--- config.mk ---
export PLATFORM = sky130hd
export DESIGN_NAME = modram_addresser
export DESIGN_NICKNAME = d
export VERILOG_FILES = /design/src/rtl/modram_pkg.sv /design/src/rtl/modram_ctrl.sv /design/src/rtl/modram_datapath.sv /design/src/rtl/modram_addresser.sv
export SDC_FILE = /design/constraint.sdc
export NUM_CORES = 1
export LEC_CHECK = 0
export BUFFER_PORTS_ARGS = -buffer_cell sky130_fd_sc_hd__buf_2
export CAP_MARGIN = 15
export CORE_MARGIN = 2
export CORE_UTILIZATION = 54
export DETAILED_ROUTE_END_ITERATION = 6
export MAX_ROUTING_LAYER = met4
export PLACE_DENSITY = 0.83
export SETUP_SLACK_MARGIN = 0.4
export SLEW_MARGIN = 20
export SYNTH_ARGS = -nofsm -noshare
export SYNTH_HDL_FRONTEND = slang
export SYNTH_SLANG_ARGS = --single-unit
--- constraint.sdc ---
create_clock -name clk -period 3.8 [get_ports clk]
set_input_delay 0.95 -clock clk [delete_from_list [all_inputs] [get_ports clk]]
set_output_delay 0.95 -clock clk [all_outputs]
set_load 0.02 [all_outputs]
--- src/rtl/modram_pkg.sv ---
package modram_pkg;

  // strobes from the sequencing control to the address datapath
  typedef struct packed {
    logic advance;   // step the rotating base by one word
    logic restart;   // new size taken in: base goes back to zero
  } seqStrobes_t;

endpackage

--- src/rtl/modram_ctrl.sv ---
module modram_ctrl
  import modram_pkg::*;
#(
  parameter int NUM_BLOCKS  = 40,
  parameter int BLOCK_WORDS = 512,
  parameter int SIZE_W      = $clog2(NUM_BLOCKS + 1),
  parameter int ADDR_W      = $clog2(NUM_BLOCKS * BLOCK_WORDS)
) (
  input  logic              clk,
  input  logic              rstN,
  input  logic [SIZE_W-1:0] sizeBlocks,
  input  logic              sampleStrobe,
  output seqStrobes_t       strobes,
  output logic [ADDR_W:0]   modWords
);

  localparam int BLOCK_SHIFT = $clog2(BLOCK_WORDS);
  localparam logic [SIZE_W-1:0] MAX_BLOCKS = SIZE_W'(NUM_BLOCKS);

  logic [SIZE_W-1:0] activeSize;
  logic [SIZE_W-1:0] sizeClamped;
  logic              sizeChange;

  always_comb begin
    if (sizeBlocks > MAX_BLOCKS) sizeClamped = MAX_BLOCKS;
    else                         sizeClamped = sizeBlocks;
  end

  assign sizeChange = (sizeClamped != activeSize);

  always_comb begin
    strobes         = '0;
    strobes.restart = sampleStrobe && sizeChange;
    strobes.advance = sampleStrobe && !sizeChange && (activeSize != '0);
  end

  always_ff @(posedge clk) begin
    if (!rstN) begin
      activeSize <= MAX_BLOCKS;
    end else if (strobes.restart) begin
      activeSize <= sizeClamped;
    end
  end

  assign modWords = (ADDR_W + 1)'(activeSize) << BLOCK_SHIFT;

  // the active size never goes past the array
  a_r9_size_clamped: assert property (@(posedge clk) disable iff (!rstN)
    activeSize <= MAX_BLOCKS);

  // the size only moves on a strobe
  a_r7_size_holds: assert property (@(posedge clk) disable iff (!rstN)
    !sampleStrobe |=> $stable(activeSize));

  // at most one action per strobe
  a_r4_one_action: assert property (@(posedge clk) disable iff (!rstN)
    $onehot0({strobes.advance, strobes.restart}));

endmodule

--- src/rtl/modram_datapath.sv ---
module modram_datapath
  import modram_pkg::*;
#(
  parameter int NUM_BLOCKS  = 40,
  parameter int BLOCK_WORDS = 512,
  parameter int ADDR_W      = $clog2(NUM_BLOCKS * BLOCK_WORDS)
) (
  input  logic              clk,
  input  logic              rstN,
  input  seqStrobes_t       strobes,
  input  logic [ADDR_W:0]   modWords,
  input  logic              reqValid,
  input  logic              regionFixed,
  input  logic [ADDR_W-1:0] offset,
  output logic [ADDR_W-1:0] addr,
  output logic              addrValid,
  output logic              rangeErr
);

  localparam int WIDE_W = ADDR_W + 2;
  localparam logic [WIDE_W-1:0] TOTAL_WORDS = WIDE_W'(NUM_BLOCKS * BLOCK_WORDS);

  logic [ADDR_W-1:0] base;
  logic [ADDR_W:0]   baseInc;
  logic [ADDR_W:0]   modSum;
  logic [ADDR_W:0]   modWrap;
  logic              modOk;
  logic [WIDE_W-1:0] fixedSum;
  logic              fixedOk;
  logic              hitOk;
  logic [ADDR_W-1:0] hitAddr;

  // rotating base pointer
  assign baseInc = {1'b0, base} + (ADDR_W + 1)'(1);

  always_ff @(posedge clk) begin
    if (!rstN) begin
      base <= '0;
    end else if (strobes.restart) begin
      base <= '0;
    end else if (strobes.advance) begin
      if (baseInc == modWords) base <= '0;
      else                     base <= baseInc[ADDR_W-1:0];
    end
  end

  // circular region: fold base + offset back into [0, modWords)
  assign modOk   = ({1'b0, offset} < modWords);
  assign modSum  = {1'b0, base} + {1'b0, offset};
  assign modWrap = (modSum >= modWords) ? (modSum - modWords) : modSum;

  // absolute region: start of upper region plus offset, no folding
  assign fixedSum = WIDE_W'(modWords) + WIDE_W'(offset);
  assign fixedOk  = (fixedSum < TOTAL_WORDS);

  always_comb begin
    if (regionFixed) begin
      hitOk   = fixedOk;
      hitAddr = fixedSum[ADDR_W-1:0];
    end else begin
      hitOk   = modOk;
      hitAddr = modWrap[ADDR_W-1:0];
    end
  end

  always_ff @(posedge clk) begin
    if (!rstN) begin
      addr      <= '0;
      addrValid <= 1'b0;
      rangeErr  <= 1'b0;
    end else begin
      addrValid <= reqValid && hitOk;
      rangeErr  <= reqValid && !hitOk;
      addr      <= (reqValid && hitOk) ? hitAddr : '0;
    end
  end

  // the base stays inside the circular region
  a_r4_base_in_region: assert property (@(posedge clk) disable iff (!rstN)
    (modWords != '0) |-> ({1'b0, base} < modWords));

  // an empty circular region keeps the base at zero
  a_r9_base_zero_empty: assert property (@(posedge clk) disable iff (!rstN)
    (modWords == '0) |-> (base == '0));

  // a size change restarts rotation from zero
  a_r7_restart_zero: assert property (@(posedge clk) disable iff (!rstN)
    strobes.restart |=> (base == '0));

  // circular results land inside the circular region
  a_r3_mod_in_region: assert property (@(posedge clk) disable iff (!rstN)
    (reqValid && !regionFixed && strobes == '0) |=>
      (!addrValid || ({1'b0, addr} < modWords)));

  // absolute results land at or above the region split
  a_r5_fixed_above: assert property (@(posedge clk) disable iff (!rstN)
    (reqValid && regionFixed && strobes == '0) |=>
      (!addrValid || ({1'b0, addr} >= modWords)));

  // a result is never both valid and in error, and errors give address 0
  a_r6_exclusive: assert property (@(posedge clk) disable iff (!rstN)
    !(addrValid && rangeErr) && (!rangeErr || addr == '0));

endmodule

--- src/rtl/modram_addresser.sv ---
module modram_addresser
  import modram_pkg::*;
#(
  parameter int NUM_BLOCKS  = 40,
  parameter int BLOCK_WORDS = 512,
  parameter int SIZE_W      = $clog2(NUM_BLOCKS + 1),
  parameter int ADDR_W      = $clog2(NUM_BLOCKS * BLOCK_WORDS)
) (
  input  logic              clk,
  input  logic              rstN,
  input  logic [SIZE_W-1:0] sizeBlocks,
  input  logic              sampleStrobe,
  input  logic              reqValid,
  input  logic              regionFixed,
  input  logic [ADDR_W-1:0] offset,
  output logic [ADDR_W-1:0] addr,
  output logic              addrValid,
  output logic              rangeErr
);

  seqStrobes_t     strobes;
  logic [ADDR_W:0] modWords;

  modram_ctrl #(
    .NUM_BLOCKS (NUM_BLOCKS),
    .BLOCK_WORDS(BLOCK_WORDS),
    .SIZE_W     (SIZE_W),
    .ADDR_W     (ADDR_W)
  ) u_ctrl (
    .clk         (clk),
    .rstN        (rstN),
    .sizeBlocks  (sizeBlocks),
    .sampleStrobe(sampleStrobe),
    .strobes     (strobes),
    .modWords    (modWords)
  );

  modram_datapath #(
    .NUM_BLOCKS (NUM_BLOCKS),
    .BLOCK_WORDS(BLOCK_WORDS),
    .ADDR_W     (ADDR_W)
  ) u_datapath (
    .clk        (clk),
    .rstN       (rstN),
    .strobes    (strobes),
    .modWords   (modWords),
    .reqValid   (reqValid),
    .regionFixed(regionFixed),
    .offset     (offset),
    .addr       (addr),
    .addrValid  (addrValid),
    .rangeErr   (rangeErr)
  );

  // no request, no result on the next clock
  a_r8_idle_quiet: assert property (@(posedge clk) disable iff (!rstN)
    !reqValid |=> (!addrValid && !rangeErr));

  // a request always yields exactly one kind of result
  a_r8_one_result: assert property (@(posedge clk) disable iff (!rstN)
    reqValid |=> (addrValid != rangeErr));

endmodule

==> key figures <==
Placement
  – GPL Wtd Cong: 0.962
  – Placed Area: 0.00444 sq mm
  – Port bufs: 42
  – Post-DP HPWL: 8.00 mm
  – Placed Cells: 633

Routing
  – Remaining antenna violation count: 0
  – Drc violations: 3
  – Avg Vias per Cell: 6.09
  – Average wire per cell in the routed design: 17.7 microns
  – Drt first pass iters: 7
  – Via count: 3975
  – Routed WL: 11.6 mm
  – Number of DRC violations after detailed-routing iteration 0: 399

CTS
  – CTS sink cnt: 38
  – Worst-skew pair later-pin latency: 0.30 ns
  – TritonCTS clock tree: built
  – H-Tree Depth: 2
  – Hold_buf cts: 0
  – Clock slew at reported path FFs: 0.08 ns
  – Root buffer selected by CTS: clkbuf_8
  – Inserted Clock Buffers: 5
  – Clock buffer depth: 2

Worst hold path
  – Hold Path Class: reg -> reg

Timing
  – Fin Hold WS: 0.563 ns
  – Slew Viols, Final: 0
  – RSZ-0062 raised after global routing: true
  – Minimum clock period: 4.18 ns
  – Fmax: 239 MHz
  – Setup violators final: 6
  – Post-route setup slack: -0.381 ns
  – Crit share post-route: 110%
  – Worst slew pin tran: 0.656 ns
  – Setup Skew: 0.00920 ns
  – Final Hold Fails: 0
  – Slew HR: 56.3%

Global route
  – Largest net degree at the start of global routing: 19
  – Gr ovfl total: 0
  – Antenna violations before repair: 0
  – Number of global-route vias before repair: 4057
  – Tot GR Track Use: 32.9%
  – First-pass GRT wire length: 18.9 mm

Synth
  – Synth Net Count: 529
  – Library cells used by synthesis: 67
  – Post-Syn Area: 0.00361 sq mm
  – Ys async rst share: 0%
  – Primary FF master, synth: dfxtp_1
  – Cell count after synthesis: 466
  – Register bit total from synthesis: 38
  – EDFF count, synth: 0
  – Seq/Total Area, Yosys: 21.1%
  – Avg Inst Size Synth: 7.74 sq um
  – Ys Warns: 0

Power and ir drop
  – Final Total Pwr: 0.00120 W
  – Sequential share of power: 35.1%
  – Clk pwr share: 35.7%
  – Worst vdd ir: 0.175 mV
  – Gate power share: 29.2%
  – P_int: 0.000837 W
  – Lkg Pwr: 2.19 nW
  – Power per cell area: 249 mW/mm^2
  – Net Sw Frac: 30.2%
  – Net Sw Power: 0.000362 W

Cells and area
  – Area grow syn2layout: 33.5%
  – Final core occ: 75.0%
  – Final nets: 638
  – ANT cells: 0
  – Share of cells above drive strength 1: 31.1%
  – Fillers: 440
  – Register Area: 761 sq um
  – Non-filler cells, final: 653
  – Post-route cell area: 0.00482 sq mm
  – Multi-input logic area: 0.00291 sq mm

Die
  – # IOs: 43
  – Die Ht: 85.7 microns
  – Initial core utilization: 56.2%
  – Row cnt: 29
  – Die Area: 0.00735 sq mm
  – Die width: 85.7 microns
  – Core Footprint: 0.00642 sq mm

Setup path
  – Required @ worst endpoint: 4.02 ns
  – Critical Path Source Type: input port
  – Setup crit end kind: register
  – Critical path arrival: 4.40 ns
  – Setup CP Type: in -> reg
  – Cell family with most CP delay: compound AO/OA/AOI/OAI gates
  – Worst path slowest cell: fa_2
  – Crit-path cells: buf_8 > ha_4 > inv_2 > fa_2 > nand2b_4 > a21oi_4 > o211ai_1 > a21oi_2 > or2_1 > o311ai_2 > ha_1 > and3_4 > nand4_1 > nor4_2 > o31ai_1 > o211a_1 > buf_6 > mux2i_1 > a211oi_1
  – Crit path largest cell delay: 0.36 ns
  – WP buf/inv: 3
  – Top fanout value on the critical path: 4

Outcome
  – Outcome: finished, violations left
  – Failing checks: DRC, setup timing

Job
  – Max-Cap Viols: 0
==> sequential cells by signal, summed over array words and instances (netlist names) <==
signal,cells
u_datapath.addr,15
u_datapath.base,15
u_ctrl.activeSize,6
u_datapath.addrValid,1
u_datapath.rangeErr,1
==> path summary, 6_finish.rpt <==
kind                 startpoint                  end  slack [ns]  depth (start not counted)
max reg2reg  u_datapath.base[0]  u_datapath.addr[14]       -0.07                         18
min          u_datapath.base[1]   u_datapath.base[1]        0.56                          2
max                   offset[0]  u_datapath.addr[14]       -0.38                         19
min reg2reg  u_datapath.base[1]   u_datapath.base[1]        0.56                          2
==> worst register-to-register path, delay by kind of cell (launching register included) <==
kind | cells | cell delay, ns
AO/OA/AOI/OAI | 7 | 1.32
AND/OR/NAND/NOR | 5 | 0.91
adder cells (fa/ha/maj) | 3 | 0.88
flip-flops | 1 | 0.39
buffers and inverters | 2 | 0.19
multiplexers | 1 | 0.13
==> power groups by stage <==
| stage | Combinational [W] | Clock [W] | Sequential, W |
|---|---|---|---|
| global route | 0.000378 | 0.000448 | 0.000422 |
| detailed placement | 0.000319 | 0 | 0.000430 |
| global placement | 0.000307 | 0 | 0.000430 |
| floorplan | 0.000196 | 0 | 0.000437 |
| finish | 0.000350 | 0.000428 | 0.000421 |
| CTS | 0.000336 | 0.000431 | 0.000421 |
==> per-stage QoR <==
stage | setup TNS, ns | setup slack, ns
detailed placement | -3.34 | -0.622
CTS | -0.500 | -0.147
finish | -1.95 | -0.381
global placement | -2.76 | -0.500
global route | -2.74 | -0.494
floorplan | -0.562 | -0.140
==> routing by layer <==
layer | routed length [microns] | share of wire (%) | GRT usage (%) | up-vias
li1 | - | - | - | 1900
met1 | 4540 | 39 | 37.5 | 1816
met2 | 5690 | 49 | 55.6 | 201
met3 | 899 | 7.8 | 7.41 | 58
met4 | 444 | 3.8 | 13.6 | 0
met5 | 0 | 0 | - | -
==> synthesized netlist by cell type, types with 3 or more instances <==
cell type  number  area, sq um
dfxtp_1        38          761
buf_2           3         15.0
o31ai_1         3         22.5
a21oi_1        31          155
o21ai_0        16         80.1
nand3b_1        4         30.0
nand2_1        45          169
and3_1          7         43.8
o211a_1         3         30.0
nand2b_1        6         37.5
o22ai_1         4         25.0
nand4_1         8         50.1
xnor2_1        14          123
xor2_1         18          158
buf_4           4         30.0
and2_1          8         50.1
a31oi_1         3         18.8
buf_6           3         33.8
inv_1          21         78.8
nor2_1         50          188
a211oi_1        6         45.0
o211ai_1        5         37.5
nor4_1         10         62.6
a22oi_1         5         37.5
o21a_1          4         30.0
clkbuf_1       11         41.3
nand3_1        11         55.1
o21ai_1         7         35.0
a21o_1          4         30.0
nor2b_1         6         37.5
nor3_1         12         60.1
or3_1           6         37.5
a21boi_0        5         37.5
ha_1           35          438
mux2i_1        10          100
==> cells in the final DEF (no fill, tap or decap), types with 11 or more instances in the layout <==
master / n
o21ai_0: 14
nand2_1: 45
ha_1: 25
buf_2: 40
xnor2_1: 14
dfxtp_1: 38
nor2_1: 49
nand3_1: 11
buf_4: 80
nor3_1: 12
a21oi_1: 28
inv_1: 20
xor2_1: 16
==> cells by family (layout without fill, tap and decap cells) <==
group | Yosys count | after routing | share of synthesized area, %
AOI/OAI and AO/OA | 115 | 115 | 21.8
xor gates and xnor gates | 32 | 32 | 7.77
adders and majority gates | 37 | 37 | 13.2
buffers and inverters | 42 | 152 | 5.51
DFF | 38 | 38 | 21.1
muxes | 11 | 11 | 3.19
and+or+nand+nor | 191 | 191 | 27.4
==> area by class of cell <==
cell class              instances  share of cell area [%]
repair buffers                123                    17.4
multi-input cells             386                    60.3
well taps                      77                    2.00
inverters                      21                    1.64
clock inverters                 3                    1.43
flip-flops and latches         38                    15.8
clock buffers                   5                    1.43
==> repair_timing <==
item,CTS,global route
hold endpoints to repair,0,0
setup buffers,8,4
resized for setup,24,3
pin swaps,13,6
endpoints found under the setup margin,6,6
Power figures use the tool's default switching activity.
